**config.mk**
```make
export PLATFORM = sky130hd
export DESIGN_NAME = audio_tx_bypass
export DESIGN_NICKNAME = d
export VERILOG_FILES = /design/src/rtl/audio_tx_pkg.sv /design/src/rtl/atx_frame_track.sv /design/src/rtl/atx_tx_fsm.sv /design/src/rtl/atx_out_stage.sv /design/src/rtl/audio_tx_bypass.sv
export SDC_FILE = /design/constraint.sdc
export NUM_CORES = 1
export LEC_CHECK = 0
export ABC_CLOCK_PERIOD_IN_PS = 3400
export BUFFER_PORTS_ARGS = -buffer_cell sky130_fd_sc_hd__buf_2
export CAP_MARGIN = 0
export CORE_MARGIN = 5
export CORE_UTILIZATION = 35
export DETAILED_ROUTE_END_ITERATION = 10
export SLEW_MARGIN = 10
export SYNTH_ARGS = -nofsm -noshare
export SYNTH_HDL_FRONTEND = slang
export SYNTH_SLANG_ARGS = --single-unit
```
**constraint.sdc**
```tcl
create_clock -name bclk -period 3.4 [get_ports bclk]
set_input_delay 1.02 -clock bclk [delete_from_list [all_inputs] [get_ports bclk]]
set_output_delay 1.02 -clock bclk [all_outputs]
set_load 0.05 [all_outputs]
```
**src/rtl/audio_tx_pkg.sv**
```systemverilog
`timescale 1ns/1ps
package audio_tx_pkg;

    // framing codes as applied on fmt_sel
    typedef enum logic [1:0] {
        FMT_RJ  = 2'd0,
        FMT_LJ  = 2'd1,
        FMT_I2S = 2'd2,
        FMT_ALT = 2'd3
    } fmt_e;

    // serializer states
    typedef enum logic [2:0] {
        ST_IDLE  = 3'd0,
        ST_SYNC  = 3'd1,
        ST_WAIT  = 3'd2,
        ST_SHIFT = 3'd3,
        ST_PAD   = 3'd4
    } tx_state_e;

    // output modes, encoded as {od_sel, bypass}
    typedef enum logic [1:0] {
        OM_PUSH     = 2'd0,
        OM_BYPASS   = 2'd1,
        OM_DRAIN    = 2'd2,
        OM_RESERVED = 2'd3
    } out_mode_e;

endpackage

```
**src/rtl/atx_frame_track.sv**
```systemverilog
`timescale 1ns/1ps
module atx_frame_track
    import audio_tx_pkg::*;
#(
    parameter int SLOT_WIDE   = 32,
    parameter int SLOT_NARROW = 16,
    localparam int POS_W      = $clog2(SLOT_WIDE)
) (
    input  logic             bclk,
    input  logic             rst_n,
    input  logic             lrck,
    input  logic             wide,
    input  fmt_e             fmt,
    input  logic             armed,
    output logic             lr_edge,
    output logic [POS_W-1:0] pos_cur,
    output logic             left_half
);

    localparam logic [POS_W-1:0] LAST_WIDE   = POS_W'(SLOT_WIDE - 1);
    localparam logic [POS_W-1:0] LAST_NARROW = POS_W'(SLOT_NARROW - 1);

    logic             lr_q;
    logic [POS_W-1:0] pos;
    logic [POS_W-1:0] slot_last;

    // frame clock as seen at the previous falling edge, and bit position
    always_ff @(negedge bclk or negedge rst_n) begin
        if (!rst_n) begin
            lr_q <= 1'b0;
            pos  <= '0;
        end else begin
            lr_q <= lrck;
            pos  <= pos_cur;
        end
    end

    always_comb begin
        slot_last = wide ? LAST_WIDE : LAST_NARROW;
        lr_edge   = armed && (lrck != lr_q);
        if (lr_edge)
            pos_cur = '0;
        else if (pos == slot_last)
            pos_cur = pos;               // hold at slot end until the next change
        else
            pos_cur = pos + 1'b1;
        left_half = (fmt == FMT_I2S) ? !lrck : lrck;
    end

endmodule

```
**src/rtl/atx_tx_fsm.sv**
```systemverilog
`timescale 1ns/1ps
module atx_tx_fsm
    import audio_tx_pkg::*;
#(
    parameter int WORD_W      = 24,
    parameter int NARROW_W    = 16,
    parameter int SLOT_WIDE   = 32,
    parameter int SLOT_NARROW = 16,
    localparam int POS_W      = $clog2(SLOT_WIDE)
) (
    input  logic              bclk,
    input  logic              rst_n,
    input  fmt_e              fmt,
    input  logic              wide,
    input  logic              lr_edge,
    input  logic [POS_W-1:0]  pos_cur,
    input  logic              left_half,
    input  logic [WORD_W-1:0] word_l,
    input  logic [WORD_W-1:0] word_r,
    output logic              tx_bit,
    output tx_state_e         state,
    output logic              armed
);

    localparam int CNT_W = $clog2(WORD_W);
    localparam logic [POS_W-1:0] RJ_WIDE_START   = POS_W'(SLOT_WIDE - WORD_W);
    localparam logic [POS_W-1:0] RJ_NARROW_START = POS_W'(SLOT_NARROW - NARROW_W);
    localparam logic [POS_W-1:0] I2S_START       = POS_W'(1);
    localparam logic [CNT_W-1:0] LEN_WIDE_M1     = CNT_W'(WORD_W - 1);
    localparam logic [CNT_W-1:0] LEN_NARROW_M1   = CNT_W'(NARROW_W - 1);

    tx_state_e         nxt;
    logic [WORD_W-1:0] sh;
    logic [CNT_W-1:0]  cnt;
    logic [POS_W-1:0]  start_pos;
    logic [CNT_W-1:0]  len_m1;
    logic [WORD_W-1:0] wsel;
    logic              run;
    logic              do_load;
    logic              do_shift;

    // start position per framing, word length, and next state
    always_comb begin
        unique case (fmt)
            FMT_RJ:  start_pos = wide ? RJ_WIDE_START : RJ_NARROW_START;
            FMT_I2S: start_pos = I2S_START;
            default: start_pos = '0;
        endcase
        len_m1 = wide ? LEN_WIDE_M1 : LEN_NARROW_M1;
        wsel   = left_half ? word_l : word_r;

        unique case (state)
            ST_IDLE: run = 1'b0;
            ST_SYNC: run = lr_edge;
            default: run = 1'b1;
        endcase

        do_load  = run && (pos_cur == start_pos);
        do_shift = run && !do_load && (state == ST_SHIFT) && (cnt != '0);

        if (!run)
            nxt = (state == ST_IDLE) ? ST_SYNC : state;
        else if (do_load || do_shift)
            nxt = ST_SHIFT;
        else if (pos_cur < start_pos)
            nxt = ST_WAIT;
        else
            nxt = ST_PAD;
    end

    // state register
    always_ff @(negedge bclk or negedge rst_n) begin
        if (!rst_n)
            state <= ST_IDLE;
        else
            state <= nxt;
    end

    // output bit and shifter
    always_ff @(negedge bclk or negedge rst_n) begin
        if (!rst_n) begin
            tx_bit <= 1'b0;
            sh     <= '0;
            cnt    <= '0;
        end else if (do_load) begin
            tx_bit <= wsel[WORD_W-1];
            sh     <= {wsel[WORD_W-2:0], 1'b0};
            cnt    <= len_m1;
        end else if (do_shift) begin
            tx_bit <= sh[WORD_W-1];
            sh     <= {sh[WORD_W-2:0], 1'b0};
            cnt    <= cnt - 1'b1;
        end else begin
            tx_bit <= 1'b0;
        end
    end

    assign armed = (state != ST_IDLE);

endmodule

```
**src/rtl/atx_out_stage.sv**
```systemverilog
`timescale 1ns/1ps
module atx_out_stage
    import audio_tx_pkg::*;
(
    input  logic od_sel,
    input  logic bypass,
    input  logic mute,
    input  logic tx_bit,
    input  logic ser_in,
    output logic sd_out,
    output logic sd_oe,
    output logic cfg_err
);

    out_mode_e mode;

    always_comb begin
        mode    = out_mode_e'({od_sel, bypass});
        cfg_err = (mode == OM_RESERVED);
        if (mute) begin
            sd_out = 1'b0;
            sd_oe  = 1'b1;
        end else begin
            unique case (mode)
                OM_BYPASS: begin
                    sd_out = ser_in;
                    sd_oe  = 1'b1;
                end
                OM_DRAIN: begin
                    sd_out = 1'b0;
                    sd_oe  = !tx_bit;
                end
                default: begin               // push-pull and the fallback
                    sd_out = tx_bit;
                    sd_oe  = 1'b1;
                end
            endcase
        end
    end

endmodule

```
**src/rtl/audio_tx_bypass.sv**
```systemverilog
`timescale 1ns/1ps
module audio_tx_bypass
    import audio_tx_pkg::*;
#(
    parameter int WORD_W      = 24,
    parameter int NARROW_W    = 16,
    parameter int SLOT_WIDE   = 32,
    parameter int SLOT_NARROW = 16
) (
    input  logic              bclk,
    input  logic              rst_n,
    input  logic              lrck,
    input  logic [1:0]        fmt_sel,
    input  logic              wide,
    input  logic [WORD_W-1:0] word_l,
    input  logic [WORD_W-1:0] word_r,
    input  logic              ser_in,
    input  logic              od_sel,
    input  logic              bypass,
    input  logic              mute,
    output logic              sd_out,
    output logic              sd_oe,
    output logic              cfg_err
);

    localparam int POS_W = $clog2(SLOT_WIDE);

    fmt_e             fmt;
    logic             lr_edge;
    logic [POS_W-1:0] pos_cur;
    logic             left_half;
    logic             armed;
    logic             tx_bit;
    tx_state_e        fsm_state;

    assign fmt = fmt_e'(fmt_sel);

    atx_frame_track #(
        .SLOT_WIDE   (SLOT_WIDE),
        .SLOT_NARROW (SLOT_NARROW)
    ) u_track (
        .bclk      (bclk),
        .rst_n     (rst_n),
        .lrck      (lrck),
        .wide      (wide),
        .fmt       (fmt),
        .armed     (armed),
        .lr_edge   (lr_edge),
        .pos_cur   (pos_cur),
        .left_half (left_half)
    );

    atx_tx_fsm #(
        .WORD_W      (WORD_W),
        .NARROW_W    (NARROW_W),
        .SLOT_WIDE   (SLOT_WIDE),
        .SLOT_NARROW (SLOT_NARROW)
    ) u_fsm (
        .bclk      (bclk),
        .rst_n     (rst_n),
        .fmt       (fmt),
        .wide      (wide),
        .lr_edge   (lr_edge),
        .pos_cur   (pos_cur),
        .left_half (left_half),
        .word_l    (word_l),
        .word_r    (word_r),
        .tx_bit    (tx_bit),
        .state     (fsm_state),
        .armed     (armed)
    );

    atx_out_stage u_out (
        .od_sel  (od_sel),
        .bypass  (bypass),
        .mute    (mute),
        .tx_bit  (tx_bit),
        .ser_in  (ser_in),
        .sd_out  (sd_out),
        .sd_oe   (sd_oe),
        .cfg_err (cfg_err)
    );

endmodule

```
==> flow_results.xml <==
<?xml version="1.0" encoding="UTF-8"?>
<metrics>
  <group name="outcome">
    <metric name="run_status" unit="">finished, violations left</metric>
    <metric name="failed_checks" unit="">negative setup slack</metric>
  </group>
  <group name="global_route">
    <metric name="grt_overflow" unit="">0</metric>
    <metric name="grt_start_max_net_pins" unit="">39</metric>
    <metric name="antenna_found_initial" unit="">0</metric>
    <metric name="grt.total_usage" unit="%">16.88</metric>
    <metric name="grt_pass1_vias" unit="">2732</metric>
    <metric name="grt_first_pass_wirelength" unit="mm">13.14</metric>
  </group>
  <group name="cts">
    <metric name="clock_sinks" unit="">38</metric>
    <metric name="cts.reportedPaths.clkPinSlew" unit="ns">0.05</metric>
    <metric name="postCtsHoldBufs" unit="">0</metric>
    <metric name="cts_tree" unit="">built</metric>
    <metric name="clk-insertion-delay-late" unit="ns">0.30</metric>
    <metric name="clk_path_buf_depth" unit="">2</metric>
    <metric name="clock_tree.htree_level_count" unit="">2</metric>
    <metric name="cts_buffers" unit="">5</metric>
    <metric name="clock_tree.root_cell" unit="">sky130_fd_sc_hd__clkbuf_8</metric>
  </group>
  <group name="logic_synthesis">
    <metric name="synth.top_cells.by_count" unit="">sky130_fd_sc_hd__dfrtn_1, sky130_fd_sc_hd__inv_1, sky130_fd_sc_hd__nand3_1, sky130_fd_sc_hd__o31ai_1, sky130_fd_sc_hd__mux2_2</metric>
    <metric name="yosys.area.top_type_share" unit="%">35.63</metric>
    <metric name="synthesis.area_per_instance" unit="um2">10.03</metric>
    <metric name="synthDistinctLibCells" unit="">45</metric>
    <metric name="synth_seq_cells" unit="">38</metric>
    <metric name="synth.most_common_cell" unit="">sky130_fd_sc_hd__dfrtn_1</metric>
    <metric name="synthesis.yosys.warnings" unit="">0</metric>
    <metric name="synth_edf_count" unit="">0</metric>
    <metric name="async_reset_ff_share" unit="%">100.0</metric>
    <metric name="synth_nets" unit="">332</metric>
    <metric name="synth.largest_area_cell" unit="">sky130_fd_sc_hd__dfrtn_1</metric>
    <metric name="synthesized_netlist_cell_count" unit="">266</metric>
    <metric name="synth.yosys.seq_area_share" unit="%">35.63</metric>
    <metric name="synth_area_leaders" unit="">sky130_fd_sc_hd__dfrtn_1, sky130_fd_sc_hd__o211ai_2, sky130_fd_sc_hd__mux2_2</metric>
    <metric name="post_synth_instance_area" unit="um2">2669</metric>
    <metric name="synth_flop_cell" unit="">sky130_fd_sc_hd__dfrtn_1</metric>
  </group>
  <group name="power">
    <metric name="clock_power_share" unit="%">7.7</metric>
    <metric name="vdd_ir_drop_max" unit="V">0.0004156</metric>
    <metric name="static-leakage-power" unit="uW">0.001876</metric>
    <metric name="power-per-cell-area" unit="nW/um2">910.1</metric>
    <metric name="combinationalPowerShare" unit="%">69.6</metric>
    <metric name="power.share.sequential" unit="%">22.7</metric>
    <metric name="total_power" unit="uW">3909</metric>
    <metric name="power_report.internal_total" unit="uW">2201</metric>
    <metric name="p_sw_share" unit="%">43.70</metric>
    <metric name="power.net_switching" unit="uW">1708</metric>
  </group>
  <group name="route">
    <metric name="vias_per_cell" unit="">5.303</metric>
    <metric name="detail-route-antenna-nets" unit="">0</metric>
    <metric name="drt_pre_antenna_iters" unit="">4</metric>
    <metric name="detailedRoute.firstIterationViolations" unit="">61</metric>
    <metric name="route.detailed.wl_per_inst" unit="um">16.27</metric>
    <metric name="via_count" unit="">2503</metric>
    <metric name="remaining_drc_errors" unit="">0</metric>
    <metric name="postRouteWirelength" unit="mm">7.681</metric>
  </group>
  <group name="floorplanning">
    <metric name="die_area" unit="um2">9471</metric>
    <metric name="floorplan.io_pins" unit="">61</metric>
    <metric name="die_width" unit="um">97.32</metric>
    <metric name="floorplan.core_area" unit="um2">7331</metric>
    <metric name="row_count" unit="">31</metric>
    <metric name="initial_core_util" unit="%">36.41</metric>
    <metric name="floorplan.die.height" unit="um">97.32</metric>
  </group>
  <group name="worst_setup_path">
    <metric name="worst-endpoint-arrival" unit="ns">3.03</metric>
    <metric name="worstSetupStartpointType" unit="">input port</metric>
    <metric name="timing.critical_path.required" unit="ns">1.83</metric>
    <metric name="crit_path_max_fanout" unit="">5</metric>
    <metric name="worstSetupPathType" unit="">input port to register</metric>
    <metric name="timing.critical_path.to_type" unit="">register</metric>
  </group>
  <group name="cells_and_area">
    <metric name="syn_to_final_growth" unit="%">60.95</metric>
    <metric name="n_antenna_cell" unit="">0</metric>
    <metric name="post_layout_nets" unit="">439</metric>
    <metric name="final_layout_size_suffix_gt1_share" unit="%">58.71</metric>
  </group>
  <group name="timing">
    <metric name="timing_hold_violations_final" unit="">0</metric>
    <metric name="setup_viol" unit="">35</metric>
    <metric name="maxSlewHeadroom" unit="%">67.62</metric>
    <metric name="slew_viol_final" unit="">0</metric>
    <metric name="worst_slew_pin_tran" unit="ns">0.4841</metric>
    <metric name="rsz0062_at_grt" unit="">yes</metric>
    <metric name="final.setup_skew" unit="ns">0.001863</metric>
    <metric name="worst_slack" unit="ns">-1.200</metric>
  </group>
  <group name="flow_run">
    <metric name="maxCapViolations" unit="">0</metric>
  </group>
  <group name="placed_design">
    <metric name="gp_routability_congestion" unit="">0.7921</metric>
    <metric name="dp.final_hpwl" unit="mm">5.095</metric>
    <metric name="dp_worst_setup_slack" unit="ns">-1.591</metric>
    <metric name="buffer_ports.inserted" unit="">60</metric>
  </group>
  <group name="min_path">
    <metric name="worstHoldPathType" unit="">register to register</metric>
  </group>
</metrics>
per-stage QoR:
| stage | cell area (um2) | cells | util, % | TNS, ns | hold slack (ns) |
|---|---|---|---|---|---|
| after floorplan | 3002 | 266 | - | -39.66 | 0.4190 |
| after global placement | 3695 | 445 | 50.40 | -48.16 | 0.4528 |
| after CTS | 4204 | 470 | 57.35 | -36.62 | 0.4514 |
| after detailed placement | 3695 | 445 | 50.40 | -49.63 | 0.4642 |
| after global routing | 4295 | 472 | 58.59 | -39.89 | 0.4792 |
| final | 4295 | 472 | 58.59 | -37.23 | 0.4577 |
flip-flops by register name, summed over array words and instances (netlist names):
name and cells:
u_fsm.cnt 5, u_fsm.sh 23, u_fsm.state 3, u_fsm.tx_bit 1
u_track.lr_q 1, u_track.pos 5
power by group through the flow:
stage	combinational [uW]	sequential (uW)	clock, uW
2_1_floorplan	1580	825	0
3_3_place_gp	2100	868	0
3_5_place_dp	2150	876	0
4_1_cts	2640	880	311
5_1_grt	2920	914	327
6_report	2720	886	302
logic make-up (layout without fill, tap and decap cells):
| family | count (synthesis) | in the layout | synth area share (%) |
|---|---|---|---|
| mux | 28 | 28 | 11.53 |
| compound gates | 75 | 75 | 26.25 |
| flops | 38 | 38 | 35.63 |
| xor+xnor | 6 | 6 | 1.969 |
| fa+ha+maj | 8 | 8 | 3.751 |
| buf+inv | 46 | 153 | 7.782 |
| simple gates | 65 | 65 | 13.08 |
cell usage in the layout (no fill, tap or decap), types with 4 or more instances in the layout:
cell type,count
sky130_fd_sc_hd__nor2_4,4
sky130_fd_sc_hd__buf_2,56
sky130_fd_sc_hd__clkbuf_8,5
sky130_fd_sc_hd__nand3_1,23
sky130_fd_sc_hd__nand2_1,6
sky130_fd_sc_hd__buf_4,27
sky130_fd_sc_hd__o211ai_2,20
sky130_fd_sc_hd__o211ai_1,6
sky130_fd_sc_hd__nor2_1,9
sky130_fd_sc_hd__o31ai_4,20
sky130_fd_sc_hd__buf_12,15
sky130_fd_sc_hd__ha_1,6
sky130_fd_sc_hd__inv_1,27
sky130_fd_sc_hd__buf_6,14
sky130_fd_sc_hd__mux2_2,22
sky130_fd_sc_hd__dfrtn_1,38
sky130_fd_sc_hd__or3_1,4
sky130_fd_sc_hd__mux2i_1,6
layer usage:
metal	global-route usage (%)	wire length [um]	vias up	part of all wire [%]
li1	-	-	1201	-
met3	3.877	412	14	5.4
met2	28.98	3755	71	49
met1	20.91	3383	1217	44
met5	0	0	-	0
met4	5.538	129	0	1.7
final timing paths:
path | startpoint | to | slack [ns] | depth (start not counted)
setup / recovery | wide | u_fsm.sh[7]$_DFFE_NN0P_ | -1.20 | 14
hold reg to reg | u_fsm.sh[1]$_DFFE_NN0P_ | u_fsm.sh[1]$_DFFE_NN0P_ | 0.46 | 2
max in group asynchronous | rst_n | u_track.pos[2]$_DFF_NN0_ | 0.90 | 2
min in group asynchronous | rst_n | u_fsm.cnt[0]$_DFFE_NN0P_ | 2.27 | 2
setup reg to reg | u_track.pos[0]$_DFF_NN0_ | u_fsm.sh[7]$_DFFE_NN0P_ | 0.56 | 13
hold / removal | u_fsm.sh[1]$_DFFE_NN0P_ | u_fsm.sh[1]$_DFFE_NN0P_ | 0.46 | 2
critical path, stage by stage:
cell and delay, ns:
sky130_fd_sc_hd__buf_8 0.10, sky130_fd_sc_hd__xnor2_4 0.13, sky130_fd_sc_hd__and4_4 0.26, sky130_fd_sc_hd__xnor2_2 0.12
sky130_fd_sc_hd__and2_4 0.17, sky130_fd_sc_hd__inv_2 0.04, sky130_fd_sc_hd__ha_4 0.25, sky130_fd_sc_hd__and2_4 0.16
sky130_fd_sc_hd__buf_6 0.11, sky130_fd_sc_hd__nor2_4 0.05, sky130_fd_sc_hd__buf_4 0.18, sky130_fd_sc_hd__buf_6 0.14
sky130_fd_sc_hd__o31ai_4 0.22, sky130_fd_sc_hd__o211ai_2 0.10
what timing repair did:
item                                    CTS  global route
gates cloned                              3             0
endpoints found under the setup margin   36            37
resized for setup                        51            19
pin swaps                                24            10
hold endpoints to repair                  0             0
setup buffers                            16             9
area by class of cell:
type                            count  area, um2
Sequential cell                    38      950.9
Timing Repair Buffer              117       1059
Multi-Input combinational cell    182       1977
Clock buffer                        7      76.32
Fill cell                         606       3035
Inverter                           29      108.9
Tap cell                           99      123.9
Note: power is estimated with default switching activity, not from simulation.
